`src/rtl/ccs_pkg.sv`:
```
package ccs_pkg;
  localparam int CTRL_W   = 64;
  localparam int SEC_W    = 8;
  localparam int SECTIONS = 7;
  localparam int LO_PAD   = 2;
  localparam int HI_PAD   = CTRL_W - LO_PAD - SECTIONS * SEC_W;
  localparam int CODE_W   = 4;

  localparam logic [SEC_W-1:0] PAIR_HEAD = 8'h04;
  localparam logic [SEC_W-1:0] PAIR_TAIL = 8'h05;

  typedef enum logic {PH_HDR = 1'b0, PH_INSN = 1'b1} phase_t;

  // bars order: {texture, global, shared}
  typedef struct packed {
    logic [CODE_W-1:0] stall_code;
    logic [2:0]        bars;
    logic              dual_first;
    logic              dual_second;
  } sec_attr_t;
endpackage

```
`src/rtl/ccs_hdr_reg.sv`:
```
module ccs_hdr_reg
  import ccs_pkg::*;
(
  input  logic                      clk,
  input  logic                      rst_n,
  input  logic                      load,
  input  logic [CTRL_W-1:0]         word,
  output logic [SECTIONS*SEC_W-1:0] secs,
  output logic                      err
);
  logic bad_bits;
  assign bad_bits = (|word[CTRL_W-1 -: HI_PAD]) | (|word[LO_PAD-1:0]);

  for (genvar k = 0; k < SECTIONS; k++) begin : g_sec
    logic [SEC_W-1:0] sec_q;
    always_ff @(posedge clk) begin
      if (!rst_n)    sec_q <= '0;
      else if (load) sec_q <= word[LO_PAD + k*SEC_W +: SEC_W];
    end
    assign secs[k*SEC_W +: SEC_W] = sec_q;
  end

  always_ff @(posedge clk) begin
    if (!rst_n)    err <= 1'b0;
    else if (load) err <= bad_bits;
  end
endmodule

```
`src/rtl/ccs_section_sel.sv`:
```
module ccs_section_sel
  import ccs_pkg::*;
#(
  parameter int BUNDLE = 7,
  parameter int IDX_W  = 3
) (
  input  logic [SECTIONS*SEC_W-1:0] secs,
  input  logic [IDX_W-1:0]          idx,
  output sec_attr_t                 attr
);
  logic [SEC_W-1:0] sec_arr [SECTIONS];
  logic [SECTIONS-1:0] pair_at;
  logic [SEC_W-1:0] cur;

  for (genvar k = 0; k < SECTIONS; k++) begin : g_unpack
    assign sec_arr[k] = secs[k*SEC_W +: SEC_W];
    if (k < BUNDLE - 1 && k < SECTIONS - 1) begin : g_pair
      assign pair_at[k] = (secs[k*SEC_W +: SEC_W] == PAIR_HEAD) &&
                          (secs[(k+1)*SEC_W +: SEC_W] == PAIR_TAIL);
    end else begin : g_nopair
      assign pair_at[k] = 1'b0;
    end
  end

  always_comb begin
    cur = '0;
    for (int k = 0; k < SECTIONS; k++)
      if (idx == IDX_W'(k)) cur = sec_arr[k];
  end

  always_comb begin
    attr.stall_code  = cur[CODE_W-1:0];
    attr.bars        = {cur[7], cur[5], cur[4]};
    attr.dual_first  = 1'b0;
    attr.dual_second = 1'b0;
    for (int k = 0; k < SECTIONS; k++) begin
      if (idx == IDX_W'(k)) attr.dual_first = pair_at[k];
      if (k > 0 && idx == IDX_W'(k)) attr.dual_second = pair_at[k-1];
    end
  end
endmodule

```
`src/rtl/ccs_issue_gate.sv`:
```
module ccs_issue_gate
  import ccs_pkg::*;
(
  input  logic              clk,
  input  logic              rst_n,
  input  logic              fire,
  input  logic [CODE_W-1:0] load_cnt,
  input  logic [2:0]        set_bars,
  input  logic [2:0]        done,
  output logic              open
);
  logic [CODE_W-1:0] cnt_q;
  logic [2:0]        pend_q;

  always_ff @(posedge clk) begin
    if (!rst_n)             cnt_q <= '0;
    else if (fire)          cnt_q <= load_cnt;
    else if (cnt_q != '0)   cnt_q <= cnt_q - 1'b1;
  end

  always_ff @(posedge clk) begin
    if (!rst_n) pend_q <= '0;
    else        pend_q <= (pend_q & ~done) | (fire ? set_bars : 3'b000);
  end

  assign open = (cnt_q == '0) && (pend_q == '0);
endmodule

```
`src/rtl/ccs_sequencer.sv`:
```
module ccs_sequencer
  import ccs_pkg::*;
#(
  parameter int BUNDLE = 7
) (
  input  logic              clk,
  input  logic              rst_n,
  input  logic              in_valid,
  output logic              in_ready,
  input  logic [CTRL_W-1:0] in_data,
  input  logic              done_shared,
  input  logic              done_global,
  input  logic              done_texture,
  output logic              out_valid,
  input  logic              out_ready,
  output logic [CTRL_W-1:0] out_insn,
  output logic [CODE_W:0]   out_stall,
  output logic              out_bar_shared,
  output logic              out_bar_global,
  output logic              out_bar_texture,
  output logic              out_dual,
  output logic              hdr_err
);
  localparam int IDX_W = $clog2(SECTIONS + 1);
  localparam logic [IDX_W-1:0] LAST_IDX = IDX_W'(BUNDLE - 1);

  phase_t                    phase_q;
  logic [IDX_W-1:0]          idx_q;
  logic [SECTIONS*SEC_W-1:0] secs;
  sec_attr_t                 attr;
  logic                      hdr_take, fire, gate_open, in_insn;
  logic [CODE_W-1:0]         load_cnt;

  assign in_insn  = (phase_q == PH_INSN);
  assign hdr_take = (phase_q == PH_HDR) && in_valid;

  ccs_hdr_reg u_hdr (
    .clk(clk), .rst_n(rst_n), .load(hdr_take), .word(in_data),
    .secs(secs), .err(hdr_err)
  );

  ccs_section_sel #(.BUNDLE(BUNDLE), .IDX_W(IDX_W)) u_sel (
    .secs(secs), .idx(idx_q), .attr(attr)
  );

  always_comb begin
    if (attr.dual_first)              load_cnt = '0;
    else if (attr.stall_code == '0)   load_cnt = '1;
    else                              load_cnt = attr.stall_code - 1'b1;
  end

  ccs_issue_gate u_gate (
    .clk(clk), .rst_n(rst_n), .fire(fire), .load_cnt(load_cnt),
    .set_bars(attr.bars),
    .done({done_texture, done_global, done_shared}),
    .open(gate_open)
  );

  assign out_valid = in_insn && gate_open && in_valid;
  assign in_ready  = !in_insn || (gate_open && out_ready);
  assign fire      = out_valid && out_ready;

  assign out_insn        = in_data;
  assign out_stall       = {attr.stall_code == '0, attr.stall_code};
  assign out_bar_shared  = attr.bars[0];
  assign out_bar_global  = attr.bars[1];
  assign out_bar_texture = attr.bars[2];
  assign out_dual        = attr.dual_first | attr.dual_second;

  always_ff @(posedge clk) begin
    if (!rst_n) begin
      phase_q <= PH_HDR;
      idx_q   <= '0;
    end else if (hdr_take) begin
      phase_q <= PH_INSN;
      idx_q   <= '0;
    end else if (fire) begin
      if (idx_q == LAST_IDX) phase_q <= PH_HDR;
      idx_q <= idx_q + 1'b1;
    end
  end
endmodule

```
`config.mk`:
```
export PLATFORM = sky130hd
export DESIGN_NAME = ccs_sequencer
export DESIGN_NICKNAME = d
export VERILOG_FILES = /design/src/rtl/ccs_pkg.sv /design/src/rtl/ccs_hdr_reg.sv /design/src/rtl/ccs_section_sel.sv /design/src/rtl/ccs_issue_gate.sv /design/src/rtl/ccs_sequencer.sv
export SDC_FILE = /design/constraint.sdc
export NUM_CORES = 1
export LEC_CHECK = 0
export BUFFER_PORTS_ARGS = -buffer_cell sky130_fd_sc_hd__buf_4
export CELL_PAD_IN_SITES_DETAIL_PLACEMENT = 1
export CELL_PAD_IN_SITES_GLOBAL_PLACEMENT = 2
export CORE_UTILIZATION = 30
export CTS_CLUSTER_SIZE = 16
export DETAILED_ROUTE_END_ITERATION = 6
export GPL_ROUTABILITY_DRIVEN = 0
export PLACE_DENSITY = 0.95
export REMOVE_ABC_BUFFERS = 1
export SETUP_SLACK_MARGIN = 0.1
export SYNTH_ARGS = -nofsm -noshare
export SYNTH_HDL_FRONTEND = slang
export SYNTH_SLANG_ARGS = --single-unit
```
`constraint.sdc`:
```
create_clock -name clk -period 7.3 [get_ports clk]
set_input_delay 0.73 -clock clk [delete_from_list [all_inputs] [get_ports clk]]
set_output_delay 0.73 -clock clk [all_outputs]
set_load 0.01 [all_outputs]
```
==> impl_metrics.json <==
{
  "outcome": "finished clean",
  "cts.path.max_buffers": 2,
  "synth-edff-count": 0,
  "fin_area_um2": 5260,
  "crit_required_ps": 6570,
  "worstPathArrival_ps": 3540,
  "hp-class": "flop to flop",
  "dpl_cell_area_um2": 4950,
  "cts-root-buf": "clkbuf_16",
  "core_um2": 13800,
  "n_antenna_cell": 0,
  "slowest_stage": "dfxtp_1",
  "vias": 3977,
  "fin_setup_tns_ps": 0,
  "p_leak_nw": 2.18,
  "grt_use_met1_pct": 21.6,
  "cts_num_sinks": 68,
  "dr.pass1.iters": 4,
  "busiest_layer": "met2",
  "grt_pass1_vias": 4014,
  "antenna_found_initial": 0,
  "fin_crit_ps": 4270,
  "cts_tree": "done",
  "grt-ovfl-total": 0,
  "area_delta_synth_final_pct": 24.1,
  "wire_per_inst_um": 15.8,
  "insertion_delay_ps": 330,
  "setup_slack_ps": 3030,
  "pre_cts_ws_ps": 3470,
  "met2_usage_pct": 29.7,
  "drtAntennaViolNets": 0,
  "setup_viol": 0,
  "hold_buffers": 0,
  "grt_max_degree": 70,
  "timing.fmax_mhz": 234,
  "async_flop_share_pct": 0,
  "ys_seq_elements": 68,
  "drc_errors": 0,
  "portBuffers": 146,
  "dp_hpwl_mm": 9.62,
  "vdd.ir_drop.worst_uv": 93.3,
  "endpoint_kind": "primary output",
  "final_nets": 685,
  "grt_use_total_pct": 17.4,
  "synth-seq-area-share_pct": 32.2,
  "vias_per_cell": 5.03,
  "syn_area_um2": 4230,
  "rows": 43,
  "cp_max_fo": 26,
  "ys.flop_type": "dfxtp_1",
  "dieHeight_um": 121,
  "tightest_slew_ps": 1090,
  "dieArea_um2": 14600,
  "slowest_delay_ps": 840,
  "power_mw": 1.15,
  "synth.distinct_cells": 62,
  "initial_core_util_pct": 30.6,
  "maxSlewViolCount": 0,
  "worst_clock_skew_ps": 5.02,
  "critPathLaunchType": "flop",
  "num_io_pins": 147,
  "path_cells": "inv_1 -> ha_1 -> nor2_1 -> a311oi_1 -> o21ai_0 -> nand2_1 -> and3_1 -> buf_4",
  "grt_pass1_wl_mm": 20.0,
  "syn_inst": 543,
  "power_density_nw_per_um2": 218,
  "avgSynthCellArea_um2": 7.80,
  "cap_viol_max_count": 0,
  "rsz0062_at_grt": "false",
  "clk_pin_slew_ps": 60,
  "h-tree-depth": 3,
  "drt_wl_total_mm": 12.5,
  "yosys_warnings": 0,
  "die_x_um": 121,
  "fin_crit_sh_pct": 58.5,
  "numCtsBuffers": 9,
  "cts-resized-gates": 0,
  "slew-limit-headroom_pct": 27.4,
  "globalRouteMet3Util_pct": 3.40,
  "drt_iter0_markers": 222,
  "layout-drive-gt1-share_pct": 28.9,
  "finalHoldViolations": 0,
  "postCtsSetupRepairBufs": 0,
  "worstSetupPathType": "flop to primary output"
}
state kept, by name, summed over array words and instances, names as in the netlist:
signal	count
u_hdr.g_sec.sec_q	56
u_gate.cnt_q	4
idx_q	3
u_gate.pend_q	3
in_insn	1
u_hdr.err	1
kinds of logic (layout without fill, tap and decap cells):
| family | Yosys count | count (layout) | synth area share, % |
|---|---|---|---|
| and+or+nand+nor | 220 | 220 | 25.0 |
| AOI/OAI and AO/OA | 131 | 131 | 23.5 |
| buffers and inverters | 112 | 179 | 16.1 |
| DFF | 68 | 68 | 32.2 |
| adders and majority gates | 9 | 9 | 2.66 |
| xor gates and xnor gates | 3 | 3 | 0.621 |
worst max-delay path, delay by kind of cell, from the launching register on:
family | cells | cell delay, ps
buf+inv | 2 | 430
fa+ha+maj | 1 | 560
simple gates | 3 | 730
compound gates | 2 | 620
flops | 1 | 840
final timing paths:
check | from | endpoint | slack, ps | cells past startpoint
worst min-delay path | u_hdr.g_sec[4].sec_q[6]$_SDFFE_PN0P_ | u_hdr.g_sec[4].sec_q[6]$_SDFFE_PN0P_ | 470 | 2
worst max-delay path | idx_q[2]$_SDFFE_PP0P_ | out_stall[4] | 3030 | 8
worst min register to register | u_hdr.g_sec[4].sec_q[6]$_SDFFE_PN0P_ | u_hdr.g_sec[4].sec_q[6]$_SDFFE_PN0P_ | 470 | 2
worst max register to register | idx_q[2]$_SDFFE_PP0P_ | u_gate.cnt_q[0]$_SDFFE_PN0P_ | 3790 | 8
synthesized netlist by cell type (2+ instances only):
cell type | n | area share (%)
a21oi_1 | 6 | 0.71
o21ai_0 | 18 | 2.1
nand4_1 | 7 | 1.0
and3_1 | 6 | 0.89
nand2b_1 | 3 | 0.44
a21o_1 | 2 | 0.35
a311oi_1 | 2 | 0.41
o31a_1 | 2 | 0.41
a32o_1 | 4 | 0.95
a22oi_1 | 3 | 0.53
o221ai_1 | 2 | 0.41
o31ai_1 | 3 | 0.53
o211ai_1 | 2 | 0.35
buf_1 | 3 | 0.27
ha_1 | 9 | 2.7
or2_2 | 2 | 0.30
buf_2 | 10 | 1.2
nor3b_1 | 7 | 1.2
a22o_1 | 2 | 0.41
o21ai_1 | 2 | 0.24
xnor2_1 | 2 | 0.41
a31oi_1 | 3 | 0.44
dfxtp_1 | 68 | 32
nor2_1 | 12 | 1.1
nand3_1 | 4 | 0.47
buf_4 | 64 | 11
inv_1 | 16 | 1.4
nand2_1 | 135 | 12
a221o_1 | 2 | 0.47
a221oi_1 | 4 | 0.83
nor4_1 | 11 | 1.6
a211oi_1 | 2 | 0.35
nor4b_1 | 2 | 0.41
a211o_1 | 2 | 0.41
clkbuf_1 | 18 | 1.6
o311a_1 | 2 | 0.47
o31ai_2 | 2 | 0.59
a21boi_0 | 56 | 9.9
nor3_1 | 3 | 0.35
nor2b_1 | 15 | 2.2
or3_1 | 2 | 0.30
nand3b_1 | 3 | 0.53
through the flow:
stage,hold WS [ps],util (%),instances
2_1_floorplan,443,-,447
3_3_place_gp,459,35.8,774
3_5_place_dp,467,35.8,774
4_1_cts,476,38.0,790
5_1_grt,499,38.0,790
6_report,472,38.0,790
routing by layer:
metal | vias up | wire [um]
li1 | 1938 | -
met1 | 1879 | 5600
met2 | 141 | 6000
met3 | 19 | 647
met4 | 0 | 257
met5 | - | 0
power breakdown:
group	leakage (nW)	switching, mW	total (mW)	internal, mW
registers	0.558	0.0257	0.426	0.400
logic	1.48	0.144	0.279	0.135
clock network	0.149	0.159	0.440	0.282
cell usage in the layout (no fill, tap or decap), types with 3 or more instances in the layout:
cell / instances
nand4_1: 7
buf_4: 147
a22oi_1: 3
nor3b_1: 7
nand3_1: 4
a21boi_0: 56
nor3_1: 3
nor4_1: 11
nor2_1: 12
and3_1: 6
dfxtp_1: 68
a221oi_1: 4
nand3b_1: 3
a31oi_1: 3
a32o_1: 4
a21oi_1: 6
ha_1: 9
nand2_1: 135
nor2b_1: 14
clkbuf_16: 9
o21ai_0: 18
o31ai_1: 3
inv_1: 16
layout make-up:
| class | count | area [um2] |
|---|---|---|
| fill | 1660 | 8570 |
| sequential | 68 | 1360 |
| clock buffer | 12 | 256 |
| inverter | 16 | 60.1 |
| clock inverter | 4 | 47.5 |
| multi-input combinational | 363 | 2200 |
| timing repair buffer | 147 | 1100 |
| tap | 180 | 225 |
(Power assumes the default switching activity.)
